[config.mk]
export PLATFORM = sky130hd
export DESIGN_NAME = sector_lock_reader
export DESIGN_NICKNAME = d
export VERILOG_FILES = /design/src/rtl/lockrd_pkg.sv /design/src/rtl/lockrd_sync.sv /design/src/rtl/lockrd_edge.sv /design/src/rtl/lockrd_bitsel.sv /design/src/rtl/sector_lock_reader.sv
export SDC_FILE = /design/constraint.sdc
export NUM_CORES = 1
export LEC_CHECK = 0
export BUFFER_PORTS_ARGS = -buffer_cell sky130_fd_sc_hd__buf_2
export CAP_MARGIN = 20
export CORE_MARGIN = 8
export CORE_UTILIZATION = 46
export CTS_CLUSTER_SIZE = 12
export DETAILED_ROUTE_END_ITERATION = 8
export PLACE_DENSITY_LB_ADDON = 0.05
export SKIP_LAST_GASP = 1
export SYNTH_ARGS = -nofsm -noshare
export SYNTH_HDL_FRONTEND = slang
export SYNTH_SLANG_ARGS = --single-unit
[constraint.sdc]
create_clock -name clk -period 2.45 [get_ports clk]
set_clock_uncertainty 0.2 [all_clocks]
set_input_delay 0.49 -clock clk [delete_from_list [all_inputs] [get_ports clk]]
set_output_delay 0.49 -clock clk [all_outputs]
set_load 0.01 [all_outputs]
[src/rtl/lockrd_pkg.sv]
package lockrd_pkg;

    typedef enum logic [1:0] {
        PH_CMD    = 2'd0,
        PH_FILLER = 2'd1,
        PH_DATA   = 2'd2,
        PH_IGNORE = 2'd3
    } phase_t;

    localparam logic FILL_BIT = 1'b1;

endpackage

[src/rtl/lockrd_sync.sv]
module lockrd_sync #(
    parameter int WIDTH  = 3,
    parameter int STAGES = 2,
    parameter logic [WIDTH-1:0] RESET_VAL = '0
) (
    input  logic             clk,
    input  logic             rst_n,
    input  logic [WIDTH-1:0] din,
    output logic [WIDTH-1:0] dout
);

    logic [WIDTH-1:0] stage_q [STAGES];

    genvar g;
    generate
        for (g = 0; g < STAGES; g++) begin : g_stage
            always_ff @(posedge clk or negedge rst_n) begin
                if (!rst_n) begin
                    stage_q[g] <= RESET_VAL;
                end else if (g == 0) begin
                    stage_q[g] <= din;
                end else begin
                    stage_q[g] <= stage_q[(g == 0) ? 0 : g - 1];
                end
            end
        end
    endgenerate

    assign dout = stage_q[STAGES-1];

endmodule

[src/rtl/lockrd_edge.sv]
module lockrd_edge (
    input  logic clk,
    input  logic rst_n,
    input  logic level,
    output logic rise,
    output logic fall
);

    logic prev_q;

    always_ff @(posedge clk or negedge rst_n) begin
        if (!rst_n) prev_q <= 1'b0;
        else        prev_q <= level;
    end

    assign rise = level & ~prev_q;
    assign fall = ~level & prev_q;

endmodule

[src/rtl/lockrd_bitsel.sv]
module lockrd_bitsel
    import lockrd_pkg::*;
#(
    parameter int NUM_SECTORS = 16,
    localparam int DATA_BITS  = NUM_SECTORS * 8,
    localparam int IDX_W      = $clog2(DATA_BITS + 1),
    localparam int SEL_W      = $clog2(DATA_BITS)
) (
    input  logic [DATA_BITS-1:0] lock_bits,
    input  logic [IDX_W-1:0]     bit_idx,
    output logic                 bit_out
);

    localparam logic [IDX_W-1:0] END_IDX = IDX_W'(DATA_BITS);

    logic [IDX_W-1:0] pos;

    always_comb begin
        // byte part kept, bit part mirrored so each byte leaves MSB first
        pos = {bit_idx[IDX_W-1:3], ~bit_idx[2:0]};
        if (bit_idx < END_IDX) bit_out = lock_bits[pos[SEL_W-1:0]];
        else                   bit_out = FILL_BIT;
    end

endmodule

[src/rtl/sector_lock_reader.sv]
module sector_lock_reader
    import lockrd_pkg::*;
#(
    parameter int          NUM_SECTORS = 16,
    parameter int          FILLER_BYTES = 3,
    parameter logic [7:0]  READ_OP     = 8'h35,
    parameter int          SYNC_STAGES = 2
) (
    input  logic                     clk,
    input  logic                     rst_n,
    input  logic                     cs_n,
    input  logic                     sck,
    input  logic                     mosi,
    input  logic [NUM_SECTORS*8-1:0] lock_bits,
    output logic                     miso,
    output logic                     miso_oe
);

    localparam int DATA_BITS = NUM_SECTORS * 8;
    localparam int HDR_BITS  = 8 + FILLER_BYTES * 8;
    localparam int HDR_W     = $clog2(HDR_BITS + 1);
    localparam int IDX_W     = $clog2(DATA_BITS + 1);
    localparam logic [HDR_W-1:0] CMD_LAST = HDR_W'(7);
    localparam logic [HDR_W-1:0] HDR_LAST = HDR_W'(HDR_BITS - 1);
    localparam logic [HDR_W-1:0] HDR_DONE = HDR_W'(HDR_BITS);
    localparam logic [IDX_W-1:0] IDX_END  = IDX_W'(DATA_BITS);

    typedef struct packed {
        phase_t           phase;
        logic [7:0]       cmd;
        logic [HDR_W-1:0] hdr;
        logic [IDX_W-1:0] idx;
        logic             miso;
        logic             oe;
    } state_t;

    state_t st_d, st_q;

    logic cs_s, sck_s, mosi_s;
    logic rise, fall;
    logic bit_out;
    logic [7:0] cmd_next;

    lockrd_sync #(
        .WIDTH     (3),
        .STAGES    (SYNC_STAGES),
        .RESET_VAL (3'b100)
    ) u_sync (
        .clk   (clk),
        .rst_n (rst_n),
        .din   ({cs_n, sck, mosi}),
        .dout  ({cs_s, sck_s, mosi_s})
    );

    lockrd_edge u_edge (
        .clk   (clk),
        .rst_n (rst_n),
        .level (sck_s),
        .rise  (rise),
        .fall  (fall)
    );

    lockrd_bitsel #(
        .NUM_SECTORS (NUM_SECTORS)
    ) u_sel (
        .lock_bits (lock_bits),
        .bit_idx   (st_q.idx),
        .bit_out   (bit_out)
    );

    assign cmd_next = {st_q.cmd[6:0], mosi_s};

    always_comb begin
        st_d = st_q;
        if (cs_s) begin
            st_d.phase = PH_CMD;
            st_d.cmd   = '0;
            st_d.hdr   = '0;
            st_d.idx   = '0;
            st_d.miso  = 1'b0;
            st_d.oe    = 1'b0;
        end else begin
            case (st_q.phase)
                PH_CMD: begin
                    if (rise) begin
                        st_d.cmd = cmd_next;
                        st_d.hdr = st_q.hdr + 1'b1;
                        if (st_q.hdr == CMD_LAST) begin
                            st_d.phase = (cmd_next == READ_OP) ? PH_FILLER : PH_IGNORE;
                        end
                    end
                end
                PH_FILLER: begin
                    if (rise) begin
                        st_d.hdr = st_q.hdr + 1'b1;
                        if (st_q.hdr == HDR_LAST) begin
                            st_d.phase = PH_DATA;
                            st_d.oe    = 1'b1;
                        end
                    end
                end
                PH_DATA: begin
                    if (fall) begin
                        st_d.miso = bit_out;
                        if (st_q.idx != IDX_END) st_d.idx = st_q.idx + 1'b1;
                    end
                end
                default: ;
            endcase
        end
    end

    always_ff @(posedge clk or negedge rst_n) begin
        if (!rst_n) begin
            st_q <= '{phase: PH_CMD, cmd: '0, hdr: '0, idx: '0, miso: 1'b0, oe: 1'b0};
        end else begin
            st_q <= st_d;
        end
    end

    assign miso    = st_q.miso;
    assign miso_oe = st_q.oe;

    AST_IDLE_OFF: assert property (@(posedge clk) disable iff (!rst_n)
        cs_s |=> !miso_oe && !miso);
    AST_OE_AFTER_HEADER: assert property (@(posedge clk) disable iff (!rst_n)
        $rose(miso_oe) |-> ($past(rise) && st_q.hdr == HDR_DONE));
    AST_FILL_ONES: assert property (@(posedge clk) disable iff (!rst_n)
        (!cs_s && fall && st_q.phase == PH_DATA && st_q.idx == IDX_END) |=> miso);
    AST_DESELECT_HIZ: assert property (@(posedge clk) disable iff (!rst_n)
        (cs_s && miso_oe) |=> !miso_oe);
    AST_HOLD_NO_FALL: assert property (@(posedge clk) disable iff (!rst_n)
        (!cs_s && !fall) |=> $stable(miso));
    AST_BAD_CODE_QUIET: assert property (@(posedge clk) disable iff (!rst_n)
        (st_q.phase == PH_IGNORE) |-> !miso_oe);

endmodule

After elaboration in Yosys (flattened, before gate mapping). Index checks and enable logic that the tools add are counted. W data, S select, Z words.

Add/sub/neg operators: 2. Order comparisons: 2. Equal/unequal tests: 10. Muxes and demuxes: 19. Bitwise logic cells: 5. Reductions and logical operators: 15.

Operator list (count): $mux W26 (1); $mux W9 (2); $mux W16 (1); $mux W8 (2); $reduce_bool A2 Y1 (7); $ne A3 B2 Y1 const B (4); $pmux W6 S2 (1); $reduce_and A3 Y1 (3); $add A8 B1 Y8 const B (1); $eq A8 B6 Y1 const B (1); $lt A7 B8 Y1 const B (1); $lt A8 B8 Y1 const B (1); $mux W2 (4); $ne A8 B8 Y1 const B (1); $bmux W1 S7 (1); $add A6 B1 Y6 const B (1); $eq A6 B3 Y1 const B (1); $eq A6 B5 Y1 const B (1); $mux W6 (1); $mux W1 (5); $reduce_and A5 Y1 (1); $pmux W2 S2 (1); $reduce_and A2 Y1 (2); $not A3 Y3 (1); other kinds (6) (8).

Flip-flop bits (word level): 32. Input bits: 133. Output and inout port bits: 2. Word-level logic and storage cells: 62.

Longest topological paths before layout. Gate-level depths: netlist of the first run.

Depth in word-level cells: 7. Gate-level depth with buffers: 9. Mapped depth without buffers: 6.

Cells and area by module. From an unflattened synthesis of the first run, not the netlist that was laid out.

Cell total of the unflattened synthesis: 228. Area, all modules: 2603.7 µm².

Modules (own cells, without submodules): sector_lock_reader (instances 1, cells an instance 123, area an instance 1252.5 µm², seq. area each 625.6 µm²); lockrd_bitsel (instances 1, cells an instance 93, area an instance 1136.1 µm², seq. area each 0.0 µm²); lockrd_sync (instances 1, cells an instance 9, area an instance 175.2 µm², seq. area each 152.6 µm²); lockrd_edge (instances 1, cells an instance 3, area an instance 40.0 µm², seq. area each 25.0 µm²).

Worst setup path after synthesis of the first run. OpenSTA, ideal clock, no wires.

Kind: flip-flop to flip-flop. From: register st_q[2] (netlist bit). To: register st_q (netlist bit miso). Setup time: 0.133 ns. Data arrival time: 1.725 ns. Required time: 2.117 ns. Path slack: 0.392 ns. Cell stages (with the launch flop): 7. Buffers on the path: 2. Clock period less this slack: 2.058 ns. Cells stage by stage: dfrtp_1 -> buf_6 -> buf_8 -> mux4_2 -> mux4_2 -> o21ai_1 -> a32oi_1.

Longest elaborated chain between the ends: 7. Elaborated cells on any way between the ends: 8. Classes of those cells: 1 x order compare; 6 x mux; 1 x bitwise.

RTL lines: start, declared (line sector_lock_reader.sv:37) `state_t st_d, st_q;`; start signal, assigned (line sector_lock_reader.sv:115) `st_q <= '{phase: PH_CMD, cmd: '0, hdr: '0, idx: '0, miso: 1'b0, oe: 1'b0};`; start signal, assigned (line sector_lock_reader.sv:117) `st_q <= st_d;`; $not A3 Y3 (line lockrd_bitsel.sv:20) `pos = {bit_idx[IDX_W-1:3], ~bit_idx[2:0]};`; $bmux W1 S7 (line lockrd_bitsel.sv:21) `if (bit_idx < END_IDX) bit_out = lock_bits[pos[SEL_W-1:0]];`; $mux W1 (not written as such) (line lockrd_bitsel.sv:21); $mux W1 (*) (line lockrd_bitsel.sv:21); $mux W9 (*) (line sector_lock_reader.sv:103) `if (fall) begin`; $mux W9 (*) (line sector_lock_reader.sv:83) `case (st_q.phase)`; $mux W26 (*) (line sector_lock_reader.sv:75) `if (cs_s) begin`.

Mark *: on every way between the ends. The rest lies on a longest branch, timed or not. The select of a mux whose other input is x is not followed. A chain may end at the register's enable or synchronous reset.

Worst setup path in the final report of the first run. Ends and elaborated chain as after synthesis.

==> results of run 1 <==
[stage by stage]
| stage | cell area, µm² | utilization, % | worst slack, ns | std cells |
|---|---|---|---|---|
| after global routing | 3360 | 61.8 | 0.0850 | 442 |
| after CTS | 3360 | 61.7 | 0.0807 | 442 |
| final | 3360 | 61.8 | 0.224 | 442 |
| after floorplan | 2540 | - | 0.392 | 240 |
| after global placement | 3250 | 59.7 | 0.0774 | 434 |
| after detailed placement | 3250 | 59.7 | -0.0133 | 434 |
[cell usage after synthesis, types with 3 or more instances]
cell type and instances:
sky130_fd_sc_hd__xnor2_1 5, sky130_fd_sc_hd__o21ai_1 3, sky130_fd_sc_hd__a22oi_1 15, sky130_fd_sc_hd__buf_2 6, sky130_fd_sc_hd__buf_4 5, sky130_fd_sc_hd__mux4_1 6, sky130_fd_sc_hd__mux4_2 9, sky130_fd_sc_hd__nand3_1 5
sky130_fd_sc_hd__a21oi_1 11, sky130_fd_sc_hd__nand2_1 8, sky130_fd_sc_hd__nor3_1 4, sky130_fd_sc_hd__ha_1 3, sky130_fd_sc_hd__inv_1 4, sky130_fd_sc_hd__mux2i_1 46, sky130_fd_sc_hd__nor2_1 29, sky130_fd_sc_hd__xor2_1 6
sky130_fd_sc_hd__dfrtp_1 30, sky130_fd_sc_hd__clkbuf_1 5, sky130_fd_sc_hd__nor2b_1 3
[worst min-delay path by stage]
| stage | startpoint | slack [ns] | cells after the start | end |
|---|---|---|---|---|
| 6_report | rst_n | 0.05 | 1 | cmd_next[6]$_DFFE_PN0P_ |
| 5_1_grt | cs_n | 0.09 | 1 | u_sync.stage_q[5]$_DFF_PN1_ |
| 4_1_cts | rst_n | 0.07 | 1 | cmd_next[6]$_DFFE_PN0P_ |
| 3_5_place_dp | u_sync.stage_q[3]$_DFF_PN0_ | 0.14 | 0 | u_sync.dout[0]$_DFF_PN0_ |
| 3_3_place_gp | u_sync.stage_q[3]$_DFF_PN0_ | 0.13 | 0 | u_sync.dout[0]$_DFF_PN0_ |
| 2_1_floorplan | rst_n | -0.006 | 0 | cmd_next[1]$_DFFE_PN0P_ |
[flip-flops by register name, indices dropped and copies added, names as in the netlist]
name	cells
u_sync.stage_q	3
st_q	16
u_sync.dout	3
miso	1
miso_oe	1
cmd_next	7
u_edge.prev_q	1
[layer usage]
layer | share of wire [%] | track usage (%) | vias up
met3 | 6.2 | 4.90 | 7
met1 | 43 | 19.8 | 1116
li1 | - | - | 1170
met5 | 0 | 0 | -
met4 | 0.79 | 3.74 | 0
met2 | 50 | 29.8 | 87
[timing repair]
action	4_1_cts	5_1_grt
cloned	0	0
resized for setup	1	2
endpoints found under the setup margin	1	2
[where the power goes]
group / switching, mW / internal [mW] / leakage, nW / total (mW)
registers: 0.00603 / 0.539 / 0.424 / 0.545
logic: 0.0688 / 0.117 / 0.990 / 0.185
clock network: 0.191 / 0.302 / 0.0552 / 0.493
total: 0.266 / 0.957 / 1.47 / 1.22
[cells by family (layout without fill, tap and decap cells)]
logic type                 Yosys count  in the layout  share of synthesized area [%]
and+or+nand+nor                     63             63                           12.3
AOI/OAI and AO/OA                   46             46                           12.6
muxes                               62             62                           32.7
buffers and inverters               23            153                           5.46
xor gates and xnor gates            11             11                           3.79
DFF                                 32             32                           31.6
adders and majority gates            3              3                           1.48
[final cells by class]
type / instances / area share [%]
clock buffers: 6 / 2.16
well taps: 72 / 2.68
flip-flops and latches: 32 / 24.0
inverters: 4 / 0.447
clock inverters: 2 / 1.04
multi-input cells: 185 / 47.8
repair buffers: 141 / 21.9
==> out/results.txt, run 1 <==
Walking the worst path, the cells encountered are mux4_1 > mux4_2 > o21ai_0 > a32oi_1. Row generation in the floorplan step produced 27 rows. In the layout the commonest cells are 134 x sky130_fd_sc_hd__buf_2, 46 x sky130_fd_sc_hd__mux2i_1, 29 x sky130_fd_sc_hd__nor2_1. The tightest hold path in the finished design has a slack of 0.0540 ns. TritonCTS built the clock tree. Setup violations remaining at the end of the flow were counted as 0. Counting every sink on the clock net gives 32.

Slowest cell on the critical path: sky130_fd_sc_hd__mux4_1. The number of different library cells used by synthesis comes to 44. The internal reg-to-reg setup slack was 0.22 ns; the synthesized flop and latch total was 32. The number of max-slew violations in the final report is 0. For this run, the total global-route usage over all layers was measured as 16.9%. The tools report the category of the worst setup path capture point as a register. Max-cap violations in this run came to 0.

The summed instance area of the synthesized netlist is 2540 µm², and the area share of the largest cell type after synthesis is 29.5%. Headroom to the max-slew limit came out at 53.1%. The net count after synthesis was 376; the fraction of registers with async set or reset after synthesis was 100%. The detailed router placed 2380 vias in this run. During synthesis, Yosys emitted a total of 0 warnings. For this block, the routed nets add up to 7240 µm of wire. The largest buffer count on any clock path came out at 2. The filler cell count in the final layout was 487; the logic depth of the worst register-to-register path was 4.

The leading cell type in the layout, fill and taps excluded was sky130_fd_sc_hd__buf_2. At the pin with the least slew margin, the transition time is 0.704 ns. The cts-stage hold buffer count came out at 0. The highest cell delay on the worst timing path is 0.58 ns, and the I/O pin total is 135. In this run the worst setup path begins at st_q[2]$_DFFE_PN0P_. In the synthesized netlist the dominant register cell turns out to be sky130_fd_sc_hd__dfrtp_1.

The first global-routing pass estimated 11600 µm of wire. The count of nets left with antenna violations once routing finished came out at 0. The worst setup path is launched from a register. After clock tree synthesis, the clock-pin slew on the worst setup and hold paths is 0.07 ns. For the total area of sequential cells, the log shows 806 µm².

At the worst endpoint, the arrival time is 2.17 ns. The cell leakage power is 1.47 nW, and the core area is 5440 µm². The congestion estimate from routability-driven global placement came to 0.763. In the routed design, unresolved DRC markers number 0.

In this run the post-CTS setup repair buffer count came out at 0. Register area share after synthesis: 31.6%. The port buffer count is 134, and the synthesis-to-finish area growth is 32.1%. After synthesis, the cell types taking the most area are sky130_fd_sc_hd__dfrtp_1 30%, sky130_fd_sc_hd__mux2i_1 18%, sky130_fd_sc_hd__mux4_2 8.0%, sky130_fd_sc_hd__mux4_1 6.2%, sky130_fd_sc_hd__a22oi_1 4.4%.

The run gives 0 as the total count of hold-check failures in the final report. The endpoint identified for the worst register-to-register timing path is miso$_DFFE_PN0P_. Power spread over the standard cell area amounts to 364 nW/µm². The leftover overflow at the end of global routing came out at 0. CTS placed an instance of sky130_fd_sc_hd__clkbuf_8 at the clock tree root. The initial antenna violation count was 0; the share of the clock period used by the worst path was 90.9%.

The via count of the first global-routing pass is 2464, and the detailed-route vias per instance is 5.38. The worst register-to-register path begins at st_q[2]$_DFFE_PN0P_. The worst-case IR drop observed on VDD is 0.380 mV. Along the worst path, the maximum fanout reaches 10. Kind of critical path: reg2reg. The area used by multi-input combinational logic came out at 1610 µm².

Detailed placement finished with a half-perimeter wire length of 5730 µm. Type of the worst min-delay path: in2async. The number of antenna cells inserted is 0.

Clock tree synthesis inserted a total of 5 buffers. The routed wirelength normalized by instance count was 16.4 µm; the detailed router's first-iteration violation count was 104. For this run, the detailed router's first-pass iteration total came to 4. For the worst setup path, the data required time is 2.39 ns. The die covers 8160 µm². The flow ran to the end, and the final reports show no timing, DRC or antenna violations. A synthesized cell averages 10.6 µm². Setup repair after global routing left no endpoint under its margin. The maximum clock frequency is 0.449 GHz. The critical path ends at miso$_DFFE_PN0P_. After routing, the total negative slack on setup checks comes to 0 ns. After layout, the minimum clock period comes to 2.23 ns. Family of cells with the greatest summed delay on the critical path: multiplexers. The fraction of layout instances using a drive strength above 1 came out at 44.9%. The number of levels in the clock H-tree is 2.

The die is 90.4 µm tall. Together, buffers and inverters on the worst path number 0. The largest net degree at the start of global routing is 55, and the number of enable-type register cells in the synthesized netlist is 0. The number of cells on the critical path was 4. In the synthesized netlist, the number of instances is 240. The total power is 1.22 mW.

The horizontal die dimension was 90.4 µm. Once the floorplan was initialized, standard cells occupied 46.8% of the core. The later pin in the worst-skew pair is clocked with a latency of 0.28 ns. sky130_fd_sc_hd__dfrtp_1 takes more of the synthesized area than any other cell. For the number of nets at the end of the flow, the log shows 505.
(Power assumes the default switching activity.)
==> run 2, diff against run 1 <==
Settings changed: CELL_PAD_IN_SITES_DETAIL_PLACEMENT set to 0, CELL_PAD_IN_SITES_GLOBAL_PLACEMENT set to 1, CORE_UTILIZATION 46 to 30, SLEW_MARGIN set to 20.
==> run 2 against run 1 <==
  * Via count decreased by 1.0%
  * Largest power group unchanged
  * Global-route usage shrank 3.7 points
  * Clock power fell by 16%
  * Critical endpoint unchanged
==> out/results.txt, run 2 (synthesized netlist as in run 1, its figures left out) <==
The port buffer count works out to 134 (unchanged). STA classifies the critical path endpoint as a register. The starting density of the core is 31.0% (-16 points). The final setup violation count is 0 (unchanged), and the number of max-slew violations in the final report is 0 (unchanged).

The tools report the clock insertion delay at the later pin of the skew report as 0.28 ns (about the same). The share of the clock period used by the worst path is 91.4% (+0.51 points). The clock transition at the registers of the reported paths was 0.07 ns (about the same); the all-layer global routing usage was 13.3% (-3.7 points). The tools report the area used by multi-input combinational logic as 1600 µm² (-0.31%).

The first-pass GRT wire length is 12600 µm (+8.1%), and the post-cts repair resize count is 0 (-1). The number of buffers inserted to repair setup after CTS came out at 0 (unchanged). The worst setup path is of the reg2reg kind.

The signal on the critical path passes through buf_4 > mux4_1 > mux4_2 > o21ai_0 > a32oi_1. For the cts-stage hold buffer count, the log shows 0 (unchanged). Leaving out fill and tap cells, the most frequent cell in the layout is sky130_fd_sc_hd__buf_2. The number of buffers created by CTS was 5 (unchanged); the final weighted congestion of routability-driven global placement was 0.728 (-4.6%). The required arrival time at the worst endpoint was 2.40 ns (about the same).

For this design, the slowest cell found on the critical path is sky130_fd_sc_hd__mux4_1. The logic depth of the worst register-to-register path works out to 5 (+1). Register name with the most flops: st_q. The tools report the endpoint arrival time on the critical path as 2.19 ns (+0.02 ns).

The run gives 0.202 ns (+0.216 ns) as the pre-CTS worst setup slack. The logs give 844 (+73%) for the filler cell count in the final layout and 11700 µm² (+43%) for the die area. The tools report the core area as 8220 µm² (+51%). The clock tree root buffer cell was sky130_fd_sc_hd__clkbuf_8. The power share of the clock group came out at 36.2% (-4.1 points).

The largest net degree at the start of global routing is 44 (-20%). Setup repair after global routing left no endpoint under its margin. The logs give 879 µW (-8.1%) for the design internal power and 7820 µm (+8.1%) for the detailed-route wire length. The net switching component of the power is 267 µW (+0.34%).

The beginning of the worst register-to-register path was st_q[2]$_DFFE_PN0P_. The vias after detailed routing is 2356 (-1.0%). The share of total power consumed by net switching works out to 23.3% (+1.5 points). The detailed-router iteration count before antenna repair came out at 4 (unchanged).

The measured slew at the worst slew-check pin was 0.745 ns (+0.0412 ns); the I/O pin total was 135 (unchanged). The via count of the first global-routing pass is 2558 (+3.8%), and the initial antenna violation count is 0 (unchanged). The standard-cell row count was 33 (+22%); the leftover overflow at the end of global routing was 0 (unchanged).

The highest cell delay on the worst timing path came out at 0.57 ns (about the same). The area growth from synthesis to layout is 33.2%. The detailed router's first-iteration violation count is 112 (+7.7%), and the number of levels in the clock H-tree is 2 (unchanged).

The cell leakage power is 1.47 nW (+0.21%), and the remaining routing DRC violations is 0 (unchanged). The tools report the setup TNS as 0 ns (unchanged). The number of maximum-capacitance constraint violations was 0 (unchanged). The ratio of total power to cell area is 338 nW/µm² (-7.0%), and the number of sinks on the clock net is 32 (unchanged). The fraction of layout instances using a drive strength above 1 is 44.5% (-0.39 points), and the total count of hold-check failures in the final report is 0 (unchanged). The final design area excluding fillers came out at 3390 µm² (+0.82%). The fraction of power consumed by combinational cells was 16.3% (+1.1 points). The vertical extent of the die came out at 108 µm (+20%). The number of antenna cells inserted is 0 (unchanged), and the flip-flop count of the largest register, all copies and words added is 16 (unchanged). The flow ran to the end, and the final reports show no timing, DRC or antenna violations.

The horizontal die dimension works out to 108 µm (+20%). TritonCTS built the clock tree. The internal reg-to-reg setup slack is 0.21 ns (about the same). Minimum period implied by the final worst setup slack: 2.24 ns (+0.0125 ns). The sort of element at the start of the critical path was a register. The maximum fanout along the worst path was 10 (unchanged). The top cell types in the final layout, fill and taps aside, are 134 x sky130_fd_sc_hd__buf_2, 46 x sky130_fd_sc_hd__mux2i_1, 29 x sky130_fd_sc_hd__nor2_1, 29 x sky130_fd_sc_hd__dfrtp_1, 15 x sky130_fd_sc_hd__a22oi_1.

The run gives 805 µm² (-0.16%) as the total area of sequential cells. The run gives 506 (+0.20%) as the number of nets at the end of the flow. The tools report the detailed placement HPWL as 6370 µm (+11%). The logs give 3300 µm² (+1.5%) for the instance area at placement and 0.0741 ns (+0.0201 ns) for the worst hold slack. The tools report the relative contribution of sequential cells to total power as 47.5% (+3.0 points).

The run gives 0.447 GHz (-0.56%) as the maximum clock frequency. The run gives 0.324 mV (-15%) as the worst IR drop on VDD. Remaining number of nets flagged by the antenna check after routing: 0 (unchanged).

The reg-to-reg endpoint is miso$_DFFE_PN0P_. The detailed-route vias per instance came out at 4.95 (-8.1%). The tightest slew margin relative to the limit is 50.2% (-2.8 points).

Type of the worst min-delay path: in2async. Slack of the critical path: 0.212 ns (-0.0125 ns). The largest buffer count on any clock path came out at 2 (unchanged). The routed wirelength normalized by instance count works out to 16.4 µm (+0.36%).
-- run 2: cell type report --
type / instances / share of cell area [%]
Clock inverter: 2 / 0.295
Sequential cell: 32 / 23.7
Multi-Input combinational cell: 185 / 47.3
Clock buffer: 6 / 2.44
Timing Repair Buffer: 142 / 21.9
Inverter: 4 / 0.443
Tap cell: 105 / 3.88
-- run 2: through the flow --
| stage | power (mW) | util, % | instances |
|---|---|---|---|
| after CTS | 1.17 | 41.2 | 476 |
| after floorplan | 0.617 | - | 240 |
| final | 1.15 | 41.2 | 476 |
| after global routing | 1.22 | 41.2 | 476 |
| after global placement | 0.742 | 40.1 | 468 |
| after detailed placement | 0.744 | 40.1 | 468 |
-- run 2: critical path, delay by kind of cell (launching register included) --
kind                   cells  cell delay, ns
buffers and inverters      1            0.21
flip-flops                 1            0.35
multiplexers               2            1.05
AO/OA/AOI/OAI              2            0.31
-- run 2: power by group through the flow --
| stage | clock network (mW) | registers (mW) | logic, mW |
|---|---|---|---|
| after floorplan | 0 | 0.553 | 0.0642 |
| after global placement | 0 | 0.554 | 0.188 |
| after detailed placement | 0 | 0.555 | 0.190 |
| after CTS | 0.436 | 0.545 | 0.191 |
| after global routing | 0.461 | 0.545 | 0.209 |
| final | 0.415 | 0.545 | 0.187 |
-- run 2: how the worst max path moves through the flow --
stage	start	end	slack, ns	depth (start not counted)
final	st_q[2]$_DFFE_PN0P_	miso$_DFFE_PN0P_	0.21	5
after global routing	st_q[2]$_DFFE_PN0P_	miso$_DFFE_PN0P_	0.12	5
after CTS	st_q[2]$_DFFE_PN0P_	miso$_DFFE_PN0P_	0.19	5
after detailed placement	st_q[2]$_DFFE_PN0P_	miso$_DFFE_PN0P_	0.20	5
after global placement	st_q[2]$_DFFE_PN0P_	miso$_DFFE_PN0P_	0.20	5
after floorplan	st_q[2]$_DFFE_PN0P_	miso$_DFFE_PN0P_	0.39	6
-- run 2: per-layer routing --
metal,track usage [%],routed length (µm),vias up
li1,-,-,1167
met1,15.7,3270,1108
met2,23.3,3850,79
met3,4.22,695,2
met4,2.08,12,0
met5,0,0,-
